<file path="src/rtl/frame_unwind_pkg.sv">
package frame_unwind_pkg;

    localparam int FU_AW         = 32;
    localparam int FU_SR_W       = 16;
    localparam int FU_FMT_W      = 4;
    localparam int FU_FMT_LSB    = 28;
    localparam int FU_FMT_MIN    = 4;
    localparam int FU_FMT_MAX    = 7;
    localparam int FU_WORD_BYTES = 4;
    localparam int FU_VEC_W      = 8;

    typedef enum logic [1:0] {
        FU_IDLE   = 2'd0,
        FU_GET_SR = 2'd1,
        FU_GET_PC = 2'd2
    } fu_state_e;

    typedef struct packed {
        fu_state_e            state;
        logic [FU_AW-1:0]     base;
        logic [FU_AW-1:0]     rpc;
        logic [FU_SR_W-1:0]   st_sr;
        logic [FU_AW-1:0]     st_sp;
        logic [FU_SR_W-1:0]   sr;
        logic [FU_AW-1:0]     pc;
        logic [FU_AW-1:0]     sp;
        logic                 done;
        logic                 err;
    } fu_regs_t;

endpackage

</file>
<file path="src/rtl/fu_fmt_decode.sv">
module fu_fmt_decode #(
    parameter int FMT_W   = 4,
    parameter int FMT_MIN = 4,
    parameter int FMT_MAX = 7
) (
    input  logic [FMT_W-1:0] fmt_i,
    output logic             fmt_ok_o
);
    localparam logic [FMT_W-1:0] LO = FMT_W'(FMT_MIN);
    localparam logic [FMT_W-1:0] HI = FMT_W'(FMT_MAX);

    always_comb begin
        fmt_ok_o = (fmt_i >= LO) && (fmt_i <= HI);
    end
endmodule

</file>
<file path="src/rtl/fu_sp_adjust.sv">
module fu_sp_adjust #(
    parameter int AW    = 32,
    parameter int FMT_W = 4,
    parameter int STEP  = 4
) (
    input  logic [AW-1:0]    base_i,
    input  logic [FMT_W-1:0] fmt_i,
    output logic [AW-1:0]    next_addr_o,
    output logic [AW-1:0]    new_sp_o
);
    always_comb begin
        next_addr_o = base_i + AW'(STEP);
        new_sp_o    = next_addr_o + {{(AW-FMT_W){1'b0}}, fmt_i};
    end
endmodule

</file>
<file path="src/rtl/frame_unwind_seq.sv">
module frame_unwind_seq
    import frame_unwind_pkg::*;
#(
    parameter int ERR_VECTOR = 14
) (
    input  logic                 clk,
    input  logic                 rst_n,
    input  logic                 start_i,
    input  logic [FU_AW-1:0]     sp_i,
    input  logic [FU_AW-1:0]     ret_pc_i,
    output logic                 rd_req_o,
    output logic [FU_AW-1:0]     rd_addr_o,
    input  logic [FU_AW-1:0]     rd_data_i,
    input  logic                 rd_ready_i,
    output logic                 done_o,
    output logic [FU_SR_W-1:0]   sr_o,
    output logic [FU_AW-1:0]     pc_o,
    output logic [FU_AW-1:0]     sp_o,
    output logic                 fmt_err_o,
    output logic [FU_AW-1:0]     err_pc_o,
    output logic [FU_VEC_W-1:0]  err_vec_o
);
    localparam logic [FU_FMT_W-1:0] FMT_LO = FU_FMT_W'(FU_FMT_MIN);
    localparam logic [FU_FMT_W-1:0] FMT_HI = FU_FMT_W'(FU_FMT_MAX);
    localparam logic [FU_AW-1:0]    SP_LO  = FU_AW'(FU_WORD_BYTES + FU_FMT_MIN);
    localparam logic [FU_AW-1:0]    SP_HI  = FU_AW'(FU_WORD_BYTES + FU_FMT_MAX);

    fu_regs_t q, d;

    logic [FU_FMT_W-1:0] fmt_w;
    logic                fmt_ok;
    logic [FU_AW-1:0]    next_addr;
    logic [FU_AW-1:0]    new_sp;

    assign fmt_w = rd_data_i[FU_FMT_LSB +: FU_FMT_W];

    fu_fmt_decode #(
        .FMT_W  (FU_FMT_W),
        .FMT_MIN(FU_FMT_MIN),
        .FMT_MAX(FU_FMT_MAX)
    ) u_fmt (
        .fmt_i   (fmt_w),
        .fmt_ok_o(fmt_ok)
    );

    fu_sp_adjust #(
        .AW   (FU_AW),
        .FMT_W(FU_FMT_W),
        .STEP (FU_WORD_BYTES)
    ) u_sp (
        .base_i     (q.base),
        .fmt_i      (fmt_w),
        .next_addr_o(next_addr),
        .new_sp_o   (new_sp)
    );

    always_comb begin
        d      = q;
        d.done = 1'b0;
        d.err  = 1'b0;
        case (q.state)
            FU_IDLE: begin
                if (start_i) begin
                    d.base  = sp_i;
                    d.rpc   = ret_pc_i;
                    d.state = FU_GET_SR;
                end
            end
            FU_GET_SR: begin
                if (rd_ready_i) begin
                    if (fmt_ok) begin
                        d.st_sr = rd_data_i[FU_SR_W-1:0];
                        d.st_sp = new_sp;
                        d.state = FU_GET_PC;
                    end else begin
                        d.err   = 1'b1;
                        d.state = FU_IDLE;
                    end
                end
            end
            FU_GET_PC: begin
                if (rd_ready_i) begin
                    d.pc    = rd_data_i;
                    d.sr    = q.st_sr;
                    d.sp    = q.st_sp;
                    d.done  = 1'b1;
                    d.state = FU_IDLE;
                end
            end
            default: d.state = FU_IDLE;
        endcase
    end

    always_ff @(posedge clk or negedge rst_n) begin
        if (!rst_n) q <= '0;
        else        q <= d;
    end

    always_comb begin
        rd_req_o  = (q.state != FU_IDLE);
        rd_addr_o = (q.state == FU_GET_PC) ? next_addr : q.base;
        done_o    = q.done;
        sr_o      = q.sr;
        pc_o      = q.pc;
        sp_o      = q.sp;
        fmt_err_o = q.err;
        err_pc_o  = q.rpc;
        err_vec_o = FU_VEC_W'(ERR_VECTOR);
    end

    AST_ADDR_HOLD: assert property (@(posedge clk) disable iff (!rst_n)
        rd_req_o && !rd_ready_i |=> rd_req_o && $stable(rd_addr_o));

    AST_ERR_ONLY_BAD_FMT: assert property (@(posedge clk) disable iff (!rst_n)
        fmt_err_o |-> ($past(fmt_w) < FMT_LO || $past(fmt_w) > FMT_HI));

    AST_NO_READ_AFTER_ERR: assert property (@(posedge clk) disable iff (!rst_n)
        fmt_err_o |-> !rd_req_o);

    AST_KEEP_ON_ERR: assert property (@(posedge clk) disable iff (!rst_n)
        fmt_err_o |-> $stable(sr_o) && $stable(pc_o) && $stable(sp_o));

    AST_SECOND_ADDR: assert property (@(posedge clk) disable iff (!rst_n)
        rd_req_o && rd_ready_i && fmt_ok && (q.state == FU_GET_SR)
        |=> rd_req_o && (rd_addr_o == $past(rd_addr_o) + FU_AW'(FU_WORD_BYTES)));

    AST_DONE_PULSE: assert property (@(posedge clk) disable iff (!rst_n)
        done_o |=> !done_o);

    AST_SP_RANGE: assert property (@(posedge clk) disable iff (!rst_n)
        done_o |-> ((sp_o - q.base) >= SP_LO) && ((sp_o - q.base) <= SP_HI));

    AST_BUSY_START: assert property (@(posedge clk) disable iff (!rst_n)
        rd_req_o && !rd_ready_i && start_i |=> rd_req_o && $stable(rd_addr_o));

    AST_OLD_FRAME: assert property (@(posedge clk) disable iff (!rst_n)
        rd_req_o && rd_ready_i && (q.state == FU_GET_SR) && !rd_data_i[30] |=> fmt_err_o);

    AST_DONE_XOR_ERR: assert property (@(posedge clk) disable iff (!rst_n)
        !(done_o && fmt_err_o));

endmodule

</file>
<file path="config.mk">
export PLATFORM = sky130hd
export DESIGN_NAME = frame_unwind_seq
export DESIGN_NICKNAME = d
export VERILOG_FILES = /design/src/rtl/frame_unwind_pkg.sv /design/src/rtl/fu_fmt_decode.sv /design/src/rtl/fu_sp_adjust.sv /design/src/rtl/frame_unwind_seq.sv
export SDC_FILE = /design/constraint.sdc
export NUM_CORES = 1
export LEC_CHECK = 0
export BUFFER_PORTS_ARGS = -buffer_cell sky130_fd_sc_hd__buf_2
export CAP_MARGIN = 20
export CORE_MARGIN = 5
export CORE_UTILIZATION = 54
export DETAILED_ROUTE_END_ITERATION = 7
export PLACE_DENSITY = 0.81
export SYNTH_ARGS = -nofsm -noshare
export SYNTH_HDL_FRONTEND = slang
export SYNTH_SLANG_ARGS = --single-unit
</file>
<file path="constraint.sdc">
create_clock -name clk -period 3.15 [get_ports clk]
set_input_delay 0.315 -clock clk [delete_from_list [all_inputs] [get_ports clk]]
set_output_delay 0.315 -clock clk [all_outputs]
set_load 0.01 [all_outputs]
</file>
# Word level (Yosys, flattened, before mapping)
# Cells that the tools add are included.
# word_totals
ff_bits,196
inputBits,100
out_inout_bits,155
# classes
addsub,2
order_cmp,2
n_eq_ne,5
muxes,11
n_reduce_logical,7
# ops
operator,n
66-bit two-way mux,1
"32-bit by 3-bit adder with 32-bit output, second input constant",1
32-bit by 4-bit adder with 32-bit output,1
32-bit two-way mux,1
2-bit two-way mux,3
"2-bit inequality test, second input constant",3
2-bit case mux with 3 select lines,1
3-bit AND reduction,2
1-bit two-way mux,5
"4-bit by 3-bit >= comparator with 1-bit output, second input constant",1
"4-bit by 3-bit <= comparator with 1-bit output, second input constant",1
2-bit AND reduction,2
"2-bit by 1-bit equality test with 1-bit output, second input constant",1
"2-bit equality test, second input constant",1
2-bit logical NOT,1
2-bit nonzero test,1
1-bit logical AND,1

# Depth between registers and ports, before layout
# logic_depth
ltp_word,5
ltp_mapped,10
mapped_depth_nobuf,9

# Hierarchy
# A second synthesis with hierarchy kept.
# unflattened
cells_unflattened,818
area_unflattened_um2,10296.1
# modules_own_cells
mod,instances,cells_each,area_per_inst_um2
frame_unwind_seq,1,578,8618.3
fu_sp_adjust,1,239,1664.1
fu_fmt_decode,1,1,13.8

# Worst setup path before layout
# No wires, ideal clock.
# synth_timing
path_type,flip-flop to flip-flop
from,register q[165] (netlist name)
to,register q[110] (netlist name)
setup_ns,0.126
t_arrival_ns,2.693
required_time_ns,3.024
path_slack_ns,0.331
stages_incl_launch_ff,11
n_path_buf,2
synth_period_minus_slack_ns,2.819
path_cell_list,dfrtp_1 > ha_1 > nand4_2 > nor3_4 > xnor2_1 > or3_1 > buf_2 > or3_1 > buf_2 > o41a_1 > a221o_1
# synth_via
elab_chain_cells,2
# synth_rtl
item,line,rtl
from (decl),frame_unwind_seq.sv:28,"fu_regs_t q, d;"
from (signal assigned),frame_unwind_seq.sv:95,if (!rst_n) q <= '0;
from (signal assigned),frame_unwind_seq.sv:96,else q <= d;
32-bit by 3-bit adder with 32-bit output,fu_sp_adjust.sv:12,next_addr_o = base_i + AW'(STEP);
32-bit by 4-bit adder with 32-bit output,fu_sp_adjust.sv:13,"new_sp_o = next_addr_o + {{(AW-FMT_W){1'b0}}, fmt_i};"
# Every way passes these cells.
# A chain may end at the register's enable or synchronous reset.

# Worst setup path in the final report
# layout_timing
from,register q[170] (netlist name)
to,register q[110] (netlist name)
# The elaborated chain is that of the path after synthesis.

==> flow_summary.ini <==
[timing]
slew_violations = 0
slew_headroom = 0.4600
period_minus_slack_ns = 3.005
post-route-period-util = 0.9541
fin_setup_tns_ns = 0
fmax_mhz = 332.7
fin_skew_ns = 0.01515
rsz0062_at_grt = no
final_hold_viol_count = 0
worst_pin_slew_ns = 0.8100
setup_viol = 0

[worst_hold_path]
hold_class = in -> reg

[routing]
dr.pass1.iters = 5
wl_per_cell_um = 17.20
vias = 7110
vias_per_cell = 5.390
ant_nets = 0
drcViolationCount = 0
drtIter0Drc = 404
wirelength_um = 22680

[synthesis]
synth_top_area_frac = 0.4805
syn_avg_cell_area_um2 = 10.84
synth-main-ff-cell = dfrtp_1
synth.area.top_cells = dfrtp_1 48%, mux2_2 15%, buf_4 9.1%
synth_area_leader_cell = dfrtp_1
syn_inst = 942
syn_area_um2 = 10210
ys_types = 67
async_flop_share = 1.000
yosysSeqAreaShare = 0.4805
yosys_warnings = 0
synth-edff-count = 0
synth_seq_cells = 196

[cts]
cts_sinks = 196
clk_root_buffer_cell = clkbuf_16
cts_tree = yes
cts.clk_slew.worst_paths_ns = 0.08
clk_path_buf_depth = 2
cts_buffers = 17
htreeDepth = 4
clock_latency_ns = 0.43

[cells_and_area]
layout-drive-gt1-share = 0.4332
syn_to_final_growth_pct = 13.10
mostFrequentLayoutCell = buf_2
fill_cells = 1527
mostFrequentLayoutCells = 245 x buf_2, 196 x dfrtp_1, 138 x mux2_2, 121 x nand2_1, 37 x xnor2_1
fin_nets = 1178
final_core_util = 0.6193
n_antenna_cell = 0

[grt]
antenna_found_initial = 0
overflow = 0
grt_max_degree = 72
grt_pass1_wl_um = 37720
track_usage = 0.2125
grt_pass1_vias = 7284

[setup_path]
crit_type = reg -> reg
end_kind = flip-flop
required_ns = 3.46
crit_fanout = 10
critPathLaunchType = flip-flop
arrival_ns = 3.32

[placement]
io_buffers = 246
dp_hpwl_um = 16920
place_congestion = 0.9236

[floorplan]
fp.dieH_um = 147.5
start_util = 0.5475
ios = 255
placementRows = 50
die_area_um2 = 21750
core_um2 = 18640
die_x_um = 147.5

[power]
powerDensity_nw_per_um2 = 871.1
peakVddDrop_mv = 0.4621
total_power_mw = 10.06
p_leak_nw = 5.648

[job]
drv_cap = 0

[run_status]
outcome = completed
## layout make-up
type	instances	area [um^2]	share of cell area
flip-flops and latches	196	4905	0.4248
multi-input cells	567	4182	0.3622
repair buffers	281	1543	0.1336
well taps	234	292.8	0.02536
clock buffers	18	429.2	0.03717
inverters	9	33.78	0.002926
clock inverters	14	160.2	0.01387
## sequential cells by signal, indices dropped and copies added, names as in the netlist
name,count
pc_o,32
sr_o,16
fmt_err_o,1
sp_o,32
done_o,1
q,82
err_pc_o,32
## cells in the mapped netlist, types with 3 or more instances
library cell,number
xor2_1,24
and4_1,5
mux2i_1,3
nand2b_1,4
nor2_1,29
and3_1,5
a21o_1,7
xnor2_1,37
mux2_2,138
o31ai_1,7
nand2_1,122
buf_2,9
buf_4,124
o21ai_1,4
o21ai_0,20
and2_1,3
a31oi_1,5
o311ai_1,4
or3_1,6
or4_1,5
nand3b_1,3
nor3_1,16
nor4_1,14
inv_1,9
or2_2,5
dfrtp_1,196
nand3_1,20
nand4_1,17
nor3b_1,3
clkbuf_1,40
ha_1,5
a21oi_1,9
## metal layers
| metal | track usage | share of wire | up-vias |
|---|---|---|---|
| met3 | 0.05978 | 0.078 | 24 |
| met1 | 0.2906 | 0.44 | 3408 |
| met2 | 0.3399 | 0.47 | 291 |
| met5 | 0 | 0 | - |
| met4 | 0.04939 | 0.0099 | 0 |
| li1 | - | - | 3387 |
## worst max-delay path, stage by stage (launching register included)
cell	delay, ns
dfrtp_1	0.56
nand4_4	0.24
or3_1	0.51
or4_1	0.52
nand2_1	0.14
nand3_1	0.21
o41a_1	0.46
a221o_1	0.26
## repair_timing
item	4_1_cts	5_1_grt
buffers inserted	0	0
resized for setup	0	4
setup endpoints to repair	0	7
hold buffers	1	0
hold endpoints to repair	56	0
## metrics by stage
stage / instances / hold WS [ns] / setup slack (ns) / instance area [um^2]
2_1_floorplan: 948 / 0.01941 / 0.3306 / 10230
3_3_place_gp: 1286 / 0.3211 / 0.2711 / 10930
3_5_place_dp: 1286 / 0.3258 / 0.2108 / 10930
4_1_cts: 1319 / 0.07394 / 0.04719 / 11530
5_1_grt: 1319 / 0.07121 / 0.01062 / 11540
6_report: 1319 / 0.08280 / 0.1446 / 11540
## final timing paths
| kind | from | end | slack, ns | depth (start not counted) |
|---|---|---|---|---|
| worst min-delay path | sp_i[16] | q[178] | 0.08 | 3 |
| worst min register to register | q[123] | q[123] | 0.47 | 2 |
| worst max register to register | q[170] | q[110] | 0.14 | 7 |
| max in group asynchronous | rst_n | q[93] | 1.86 | 3 |
| min in group asynchronous | rst_n | q[114] | 0.42 | 2 |
| worst max-delay path | q[170] | q[110] | 0.14 | 7 |
## kinds of logic (layout without fill, tap and decap cells)
group / Yosys count / in the layout / share of synthesized area
AO/OA/AOI/OAI: 77 / 77 / 0.05099
XOR/XNOR: 61 / 61 / 0.05234
adder cells (fa/ha/maj): 6 / 6 / 0.008090
buffers and inverters: 185 / 322 / 0.1156
flip-flops: 196 / 196 / 0.4805
multiplexers: 141 / 141 / 0.1552
other: 2 / 8 / 0.0007357
AND/OR/NAND/NOR: 274 / 274 / 0.1366
## where the power goes
group,internal [mW],switching (mW),total [mW],leakage [nW]
Combinational,1.75,1.91,3.67,2.92
Clock,1.13,1.03,2.16,0.286
Sequential,3.53,0.692,4.22,2.44
Total,6.42,3.64,10.1,5.65
Note: power is estimated with default switching activity, not from simulation.
